$ cat src/rtl/crf_pkg.sv
package crf_pkg;
   localparam int REG_W   = 32;
   localparam int LVL_W   = 4;
   localparam int B_EN    = 0;
   localparam int B_BYTE  = 1;
   localparam int B_ETAG  = 2;
   localparam int B_DMA   = 3;
   localparam int B_EMPTY = 8;
   localparam int B_FULL  = 9;
   localparam int B_UNDER = 10;
   localparam int B_OVER  = 11;
   localparam int B_LVL   = 16;
   localparam int B_THR   = 24;

   typedef struct packed {
      logic [LVL_W-1:0] thresh;
      logic             dma_en;
      logic             err_tag;
      logic             byte_mode;
      logic             en;
   } crf_ctrl_t;
endpackage

$ cat src/rtl/crf_format.sv
module crf_format #(
   parameter int RES_W   = 12,
   parameter int ENTRY_W = 16
) (
   input  logic [RES_W-1:0]   result,
   input  logic               err,
   input  logic               byte_mode,
   input  logic               err_tag,
   output logic [ENTRY_W-1:0] entry
);
   localparam int ERR_POS = ENTRY_W - 1;

   logic [7:0] narrow;

   generate
      if (RES_W == 8) begin : g_same
         assign narrow = result;
      end else begin : g_shift
         assign narrow = result[RES_W-1 -: 8];
      end
   endgenerate

   always_comb begin
      entry = '0;
      if (byte_mode) entry[7:0] = narrow;
      else           entry[RES_W-1:0] = result;
      if (err_tag)   entry[ERR_POS] = err;
   end
endmodule

$ cat src/rtl/crf_store.sv
module crf_store #(
   parameter int DEPTH   = 4,
   parameter int ENTRY_W = 16,
   parameter int LVL_W   = 4
) (
   input  logic               clk,
   input  logic               rst_n,
   input  logic               push,
   input  logic [ENTRY_W-1:0] din,
   input  logic               pop,
   output logic [ENTRY_W-1:0] head,
   output logic [LVL_W-1:0]   level,
   output logic               empty,
   output logic               full,
   output logic               over_evt,
   output logic               under_evt
);
   localparam int PW = $clog2(DEPTH);
   localparam logic [PW-1:0]    LAST = PW'(DEPTH - 1);
   localparam logic [LVL_W-1:0] CAP  = LVL_W'(DEPTH);

   logic [ENTRY_W-1:0] mem [DEPTH];
   logic [PW-1:0] wptr, rptr, wnext, rnext;
   logic wr_en, rd_en;

   assign empty     = (level == '0);
   assign full      = (level == CAP);
   assign rd_en     = pop && !empty;
   assign wr_en     = push && (!full || pop);
   assign over_evt  = push && full && !pop;
   assign under_evt = pop && empty;
   assign head      = empty ? '0 : mem[rptr];

   generate
      if ((1 << PW) == DEPTH) begin : g_pow2
         assign wnext = wptr + 1'b1;
         assign rnext = rptr + 1'b1;
      end else begin : g_wrap
         assign wnext = (wptr == LAST) ? '0 : wptr + 1'b1;
         assign rnext = (rptr == LAST) ? '0 : rptr + 1'b1;
      end
   endgenerate

   always_ff @(posedge clk) begin
      if (wr_en) mem[wptr] <= din;
   end

   always_ff @(posedge clk) begin
      if (!rst_n) begin
         wptr  <= '0;
         rptr  <= '0;
         level <= '0;
      end else begin
         if (wr_en) wptr <= wnext;
         if (rd_en) rptr <= rnext;
         case ({wr_en, rd_en})
            2'b10:   level <= level + 1'b1;
            2'b01:   level <= level - 1'b1;
            default: level <= level;
         endcase
      end
   end

   p_level_bound_r6: assert property (@(posedge clk) disable iff (!rst_n)
      level <= CAP);
   p_drop_keeps_level_r7: assert property (@(posedge clk) disable iff (!rst_n)
      over_evt |=> level == $past(level));
   p_underflow_level_r8: assert property (@(posedge clk) disable iff (!rst_n)
      under_evt && !push |=> level == '0);
   p_pushpop_level_r10: assert property (@(posedge clk) disable iff (!rst_n)
      push && pop && !empty |=> level == $past(level));
endmodule

$ cat src/rtl/crf_csr.sv
module crf_csr
   import crf_pkg::*;
(
   input  logic             clk,
   input  logic             rst_n,
   input  logic             wr,
   input  logic [REG_W-1:0] wdata,
   input  logic             set_under,
   input  logic             set_over,
   input  logic [LVL_W-1:0] level,
   input  logic             empty,
   input  logic             full,
   output crf_ctrl_t        ctrl,
   output logic [REG_W-1:0] rdata
);
   logic under, over;
   logic unused_wbits;

   assign unused_wbits = ^{wdata[31:28], wdata[23:12], wdata[9:4]};

   always_ff @(posedge clk) begin
      if (!rst_n) begin
         ctrl  <= '0;
         under <= 1'b0;
         over  <= 1'b0;
      end else begin
         if (wr) begin
            ctrl.en        <= wdata[B_EN];
            ctrl.byte_mode <= wdata[B_BYTE];
            ctrl.err_tag   <= wdata[B_ETAG];
            ctrl.dma_en    <= wdata[B_DMA];
            ctrl.thresh    <= wdata[B_THR +: LVL_W];
         end
         if (set_under)                 under <= 1'b1;
         else if (wr && wdata[B_UNDER]) under <= 1'b0;
         if (set_over)                  over  <= 1'b1;
         else if (wr && wdata[B_OVER])  over  <= 1'b0;
      end
   end

   always_comb begin
      rdata                 = '0;
      rdata[B_EN]           = ctrl.en;
      rdata[B_BYTE]         = ctrl.byte_mode;
      rdata[B_ETAG]         = ctrl.err_tag;
      rdata[B_DMA]          = ctrl.dma_en;
      rdata[B_EMPTY]        = empty;
      rdata[B_FULL]         = full;
      rdata[B_UNDER]        = under;
      rdata[B_OVER]         = over;
      rdata[B_LVL +: LVL_W] = level;
      rdata[B_THR +: LVL_W] = ctrl.thresh;
   end

   p_w1c_under_r9: assert property (@(posedge clk) disable iff (!rst_n)
      wr && wdata[B_UNDER] && !set_under |=> !under);
   p_sticky_over_r9: assert property (@(posedge clk) disable iff (!rst_n)
      over && !(wr && wdata[B_OVER]) |=> over);
   p_under_sets_r8: assert property (@(posedge clk) disable iff (!rst_n)
      set_under |=> under);
   p_over_sets_r7: assert property (@(posedge clk) disable iff (!rst_n)
      set_over |=> over);
endmodule

$ cat src/rtl/conv_result_fifo.sv
module conv_result_fifo
   import crf_pkg::*;
#(
   parameter int DEPTH   = 4,
   parameter int RES_W   = 12,
   parameter int ENTRY_W = 16
) (
   input  logic               clk,
   input  logic               rst_n,
   input  logic               conv_valid,
   input  logic [RES_W-1:0]   conv_result,
   input  logic               conv_err,
   input  logic               reg_wr,
   input  logic [REG_W-1:0]   reg_wdata,
   output logic [REG_W-1:0]   reg_rdata,
   input  logic               pop,
   output logic [ENTRY_W-1:0] pop_data,
   output logic               dma_req,
   output logic               irq
);
   generate
      if (DEPTH < 2 || DEPTH >= (1 << LVL_W)) begin : g_bad_depth
         $error("DEPTH must lie in 2..%0d", (1 << LVL_W) - 1);
      end
      if (RES_W < 8 || RES_W >= ENTRY_W) begin : g_bad_res
         $error("RES_W must be at least 8 and below ENTRY_W");
      end
   endgenerate

   crf_ctrl_t          ctrl;
   logic [ENTRY_W-1:0] entry;
   logic [LVL_W-1:0]   level;
   logic               empty, full, over_evt, under_evt, hit;

   crf_format #(.RES_W(RES_W), .ENTRY_W(ENTRY_W)) u_fmt (
      .result(conv_result), .err(conv_err), .byte_mode(ctrl.byte_mode),
      .err_tag(ctrl.err_tag), .entry(entry));

   crf_store #(.DEPTH(DEPTH), .ENTRY_W(ENTRY_W), .LVL_W(LVL_W)) u_store (
      .clk(clk), .rst_n(rst_n), .push(conv_valid && ctrl.en), .din(entry),
      .pop(pop), .head(pop_data), .level(level), .empty(empty), .full(full),
      .over_evt(over_evt), .under_evt(under_evt));

   crf_csr u_csr (
      .clk(clk), .rst_n(rst_n), .wr(reg_wr), .wdata(reg_wdata),
      .set_under(under_evt), .set_over(over_evt), .level(level),
      .empty(empty), .full(full), .ctrl(ctrl), .rdata(reg_rdata));

   assign hit     = (level >= ctrl.thresh);
   assign irq     = hit;
   assign dma_req = hit && ctrl.dma_en;

   p_dma_gated_r11: assert property (@(posedge clk) disable iff (!rst_n)
      !reg_rdata[B_DMA] |-> !dma_req);
   p_empty_reads_zero_r8: assert property (@(posedge clk) disable iff (!rst_n)
      reg_rdata[B_EMPTY] |-> pop_data == '0);
   p_disabled_no_growth_r2: assert property (@(posedge clk) disable iff (!rst_n)
      !reg_rdata[B_EN] && !reg_wr |=> reg_rdata[B_LVL +: LVL_W] <= $past(reg_rdata[B_LVL +: LVL_W]));
   p_reserved_zero_r12: assert property (@(posedge clk) disable iff (!rst_n)
      {reg_rdata[31:28], reg_rdata[23:20], reg_rdata[15:12], reg_rdata[7:4]} == '0);
endmodule

$ cat config.mk
export PLATFORM = sky130hd
export DESIGN_NAME = conv_result_fifo
export DESIGN_NICKNAME = d
export VERILOG_FILES = /design/src/rtl/crf_pkg.sv /design/src/rtl/crf_format.sv /design/src/rtl/crf_store.sv /design/src/rtl/crf_csr.sv /design/src/rtl/conv_result_fifo.sv
export SDC_FILE = /design/constraint.sdc
export NUM_CORES = 1
export LEC_CHECK = 0
export BUFFER_PORTS_ARGS = -buffer_cell sky130_fd_sc_hd__buf_2
export CAP_MARGIN = 20
export CORE_ASPECT_RATIO = 1.1
export CORE_MARGIN = 2
export CORE_UTILIZATION = 53
export DETAILED_ROUTE_END_ITERATION = 8
export PLACE_DENSITY = 0.86
export SETUP_SLACK_MARGIN = 0.05
export SYNTH_ARGS = -nofsm -noshare
export SYNTH_HDL_FRONTEND = slang
export SYNTH_SLANG_ARGS = --single-unit
$ cat constraint.sdc
create_clock -name clk -period 5.84 [get_ports clk]
set_input_delay 0.584 -clock clk [delete_from_list [all_inputs] [get_ports clk]]
set_output_delay 0.584 -clock clk [all_outputs]
set_load 0.005 [all_outputs]
==> metrics <==
yosys warns 0; Starting Density 54.4%; CTS Sinks 72; asr flop ratio synth 0%; Clk pin slew, worst setup/hold paths 0.07 ns; status finished clean; fmax 369 MHz; TritonCTS clock tree yes; initial antenna violation count 0; row count 30; Synth Register Bits 72; Max-Cap Viols 0; Initial DRC Count 65; hold crit path type primary input to register; worst endpoint required time 5.26 ns; total CTS buffers 9; Vias 1899; largest net degree at the start of global routing 21; Mapped Area 3330 um2; Mean Syn Cell Area 14.1 um2; Post-CTS Setup Bufs 0; Leak Pwr 0.00151 uW; max incr delay on CP 0.89 ns; Worst VDD drop 0.163 mV; deepest clock path buffer count 2; cells along the critical path mux4_2 > and2_1 > buf_2; critical path endpoint pop_data[15]; Max H-tree Level 3; number of cells on the critical path 3; R2R setup slack 3.13 ns; Root Buffer clkbuf_8; CP Launch Type register; R2R cell count 10; post-synth top area share 46.9%; clock share of power 30.8%; number of gates resized after cts 0; RSZ-0062 raised after global routing false; Vias/cell 5.06; final global-route overflow total 0; sequential power share 45.2%; Cells after Synth 236; DIE HEIGHT 87.1 um; Post-synth EDFFs 52; RR Startpoint u_store.level[1]$_SDFFE_PN0P_; internal power 997 uW; Worst Tran Pin Value 0.862 ns; sequential element share of the synthesized area 58.9%; kind of critical path register to output pin; Nets 350; 1st-pass router iterations 4; first-pass GRT wire length 8.60 mm; skew final 0.00654 ns; sw frac 27.7%; CP bufs+invs 1; Worst Path Arrival 2.13 ns; # DRC 0; ant diodes 0; P per Cell Area 364 nW/um2; Util after Layout 61.9%; Yosys cell types 32; Final Critical Period 2.71 ns; Post-DP HPWL 3.77 mm; core area 6120 um2; maximum fanout along the worst path 13; Crit path max-delay family flip-flops; Final GP Congestion 0.798; Tcrit/Tclk final 46.4%; I/O pins 100; vias in the first global route 1804; top area cells in the synthesized netlist edfxtp_1, dfxtp_1, mux4_2; synth cell count leaders edfxtp_1, buf_4, and2_1, dfxtp_1, nor2b_1; Area growth syn-to-layout 13.7%; Final Hold Viols 0; Port Buffers 58; reg-to-reg critical path endpoint u_store.level[2]$_SDFFE_PN0P_; Psw 382 uW; Final setup viols 0; leading area contributor after synthesis edfxtp_1; Crit. End Element output pin; worst skew pair latency 0.34 ns; power share of the combinational group 24.0%; Slowest cell on crit path dfxtp_1; hold path cells 3; Die Wd 79.6 um; Top FF cell, synth edfxtp_1; Avg WL per Cell 14.5 um; total track usage 17.1%; CTS Hold Bufs 0; Slew HR 42.4%; final slew viol count 0; Final TNS setup 0 ns; final WL 5.44 mm; final antenna-violating net count 0; top-count cell post-synth edfxtp_1; die area 6930 um2; fraction of layout cells with a size suffix above 1 33.2%
per-stage QoR:
stage                     instances  total power [uW]  worst slack (ns)  instance area, um2  hold slack [ns]
after CTS                       375              1400              3.03                3780            0.489
after global placement          359               957              3.09                3560            0.494
after detailed placement        359               969              3.02                3560            0.507
after floorplan                 254               873              3.43                3400            0.480
after global routing            375              1460              2.92                3780            0.503
final                           375              1380              3.13                3780            0.504
power by group through the flow:
stage          logic, uW  clock network [uW]  registers (uW)
6_report             331                 425             624
5_1_grt              368                 457             631
4_1_cts              336                 435             626
3_5_place_dp         332                   0             637
3_3_place_gp         321                   0             636
2_1_floorplan        267                   0             606
worst min-delay path, stage by stage:
cell and delay [ns]:
buf_2 0.07, mux2i_1 0.06, nor2b_1 0.09
flip-flops by register name, summed over array words and instances (netlist names), named ones only:
name	count
u_store.level	4
u_store.mem	52
u_csr.ctrl	8
u_csr.over	1
u_store.rptr	2
u_store.wptr	2
u_csr.under	1
metal layers:
layer  GRT usage [%]  part of all wire [%]
met2            29.0                    50
met3            6.12                   8.4
met1            19.9                    40
met4            6.11                   1.5
met5               0                     0
cell usage in the layout, fill, tap and decap left out, drive strengths merged:
cell	synthesis	routed
mux4	13	13
nor3	2	2
or4	1	1
bufinv	0	2
mux2	8	8
nand2	5	5
o41ai	1	1
and3b	1	1
clkinv	1	2
edfxtp	52	52
conb	1	19
clkbuf	6	10
ha	10	10
mux2i	10	10
a31oi	2	2
a21boi	3	3
xor2	3	3
a22oi	1	1
o21ai	3	3
dfxtp	20	20
a21oi	3	3
nand4	1	1
nor2	5	5
or3	1	1
buf	27	58
nor2b	18	18
inv	10	11
xnor2	4	4
clkinvlp	0	2
and2	24	24
final cells by class:
type,count,area [um2]
clock buffer,10,128
timing repair buffer,58,290
inverter,11,42.5
tap,80,100
sequential,72,1960
multi-input combinational,138,1170
fill,445,2330
clock inverter,6,92.6
worst min path at each step:
stage                                 start                    endpoint  slack (ns)
floorplan           u_csr.over$_SDFFE_PN0P_     u_csr.over$_SDFFE_PN0P_        0.48
CTS                            reg_wdata[1]  u_csr.ctrl[1]$_SDFFE_PN0P_        0.49
finish                        reg_wdata[24]  u_csr.ctrl[4]$_SDFFE_PN0P_        0.50
detailed placement  u_csr.over$_SDFFE_PN0P_     u_csr.over$_SDFFE_PN0P_        0.51
global placement    u_csr.over$_SDFFE_PN0P_     u_csr.over$_SDFFE_PN0P_        0.49
global route                   reg_wdata[2]  u_csr.ctrl[2]$_SDFFE_PN0P_        0.50
cell families (layout without fill, tap and decap cells):
logic type | after synthesis | in the layout | share of synthesized area, %
AOI/OAI and AO/OA | 13 | 13 | 2.44
xor gates and xnor gates | 7 | 7 | 1.84
adders and majority gates | 10 | 10 | 3.76
buffers and inverters | 44 | 85 | 7.97
DFF | 72 | 72 | 58.9
muxes | 31 | 31 | 14.5
other | 1 | 19 | 0.113
and+or+nand+nor | 58 | 58 | 10.4
(Power assumes the default switching activity.)
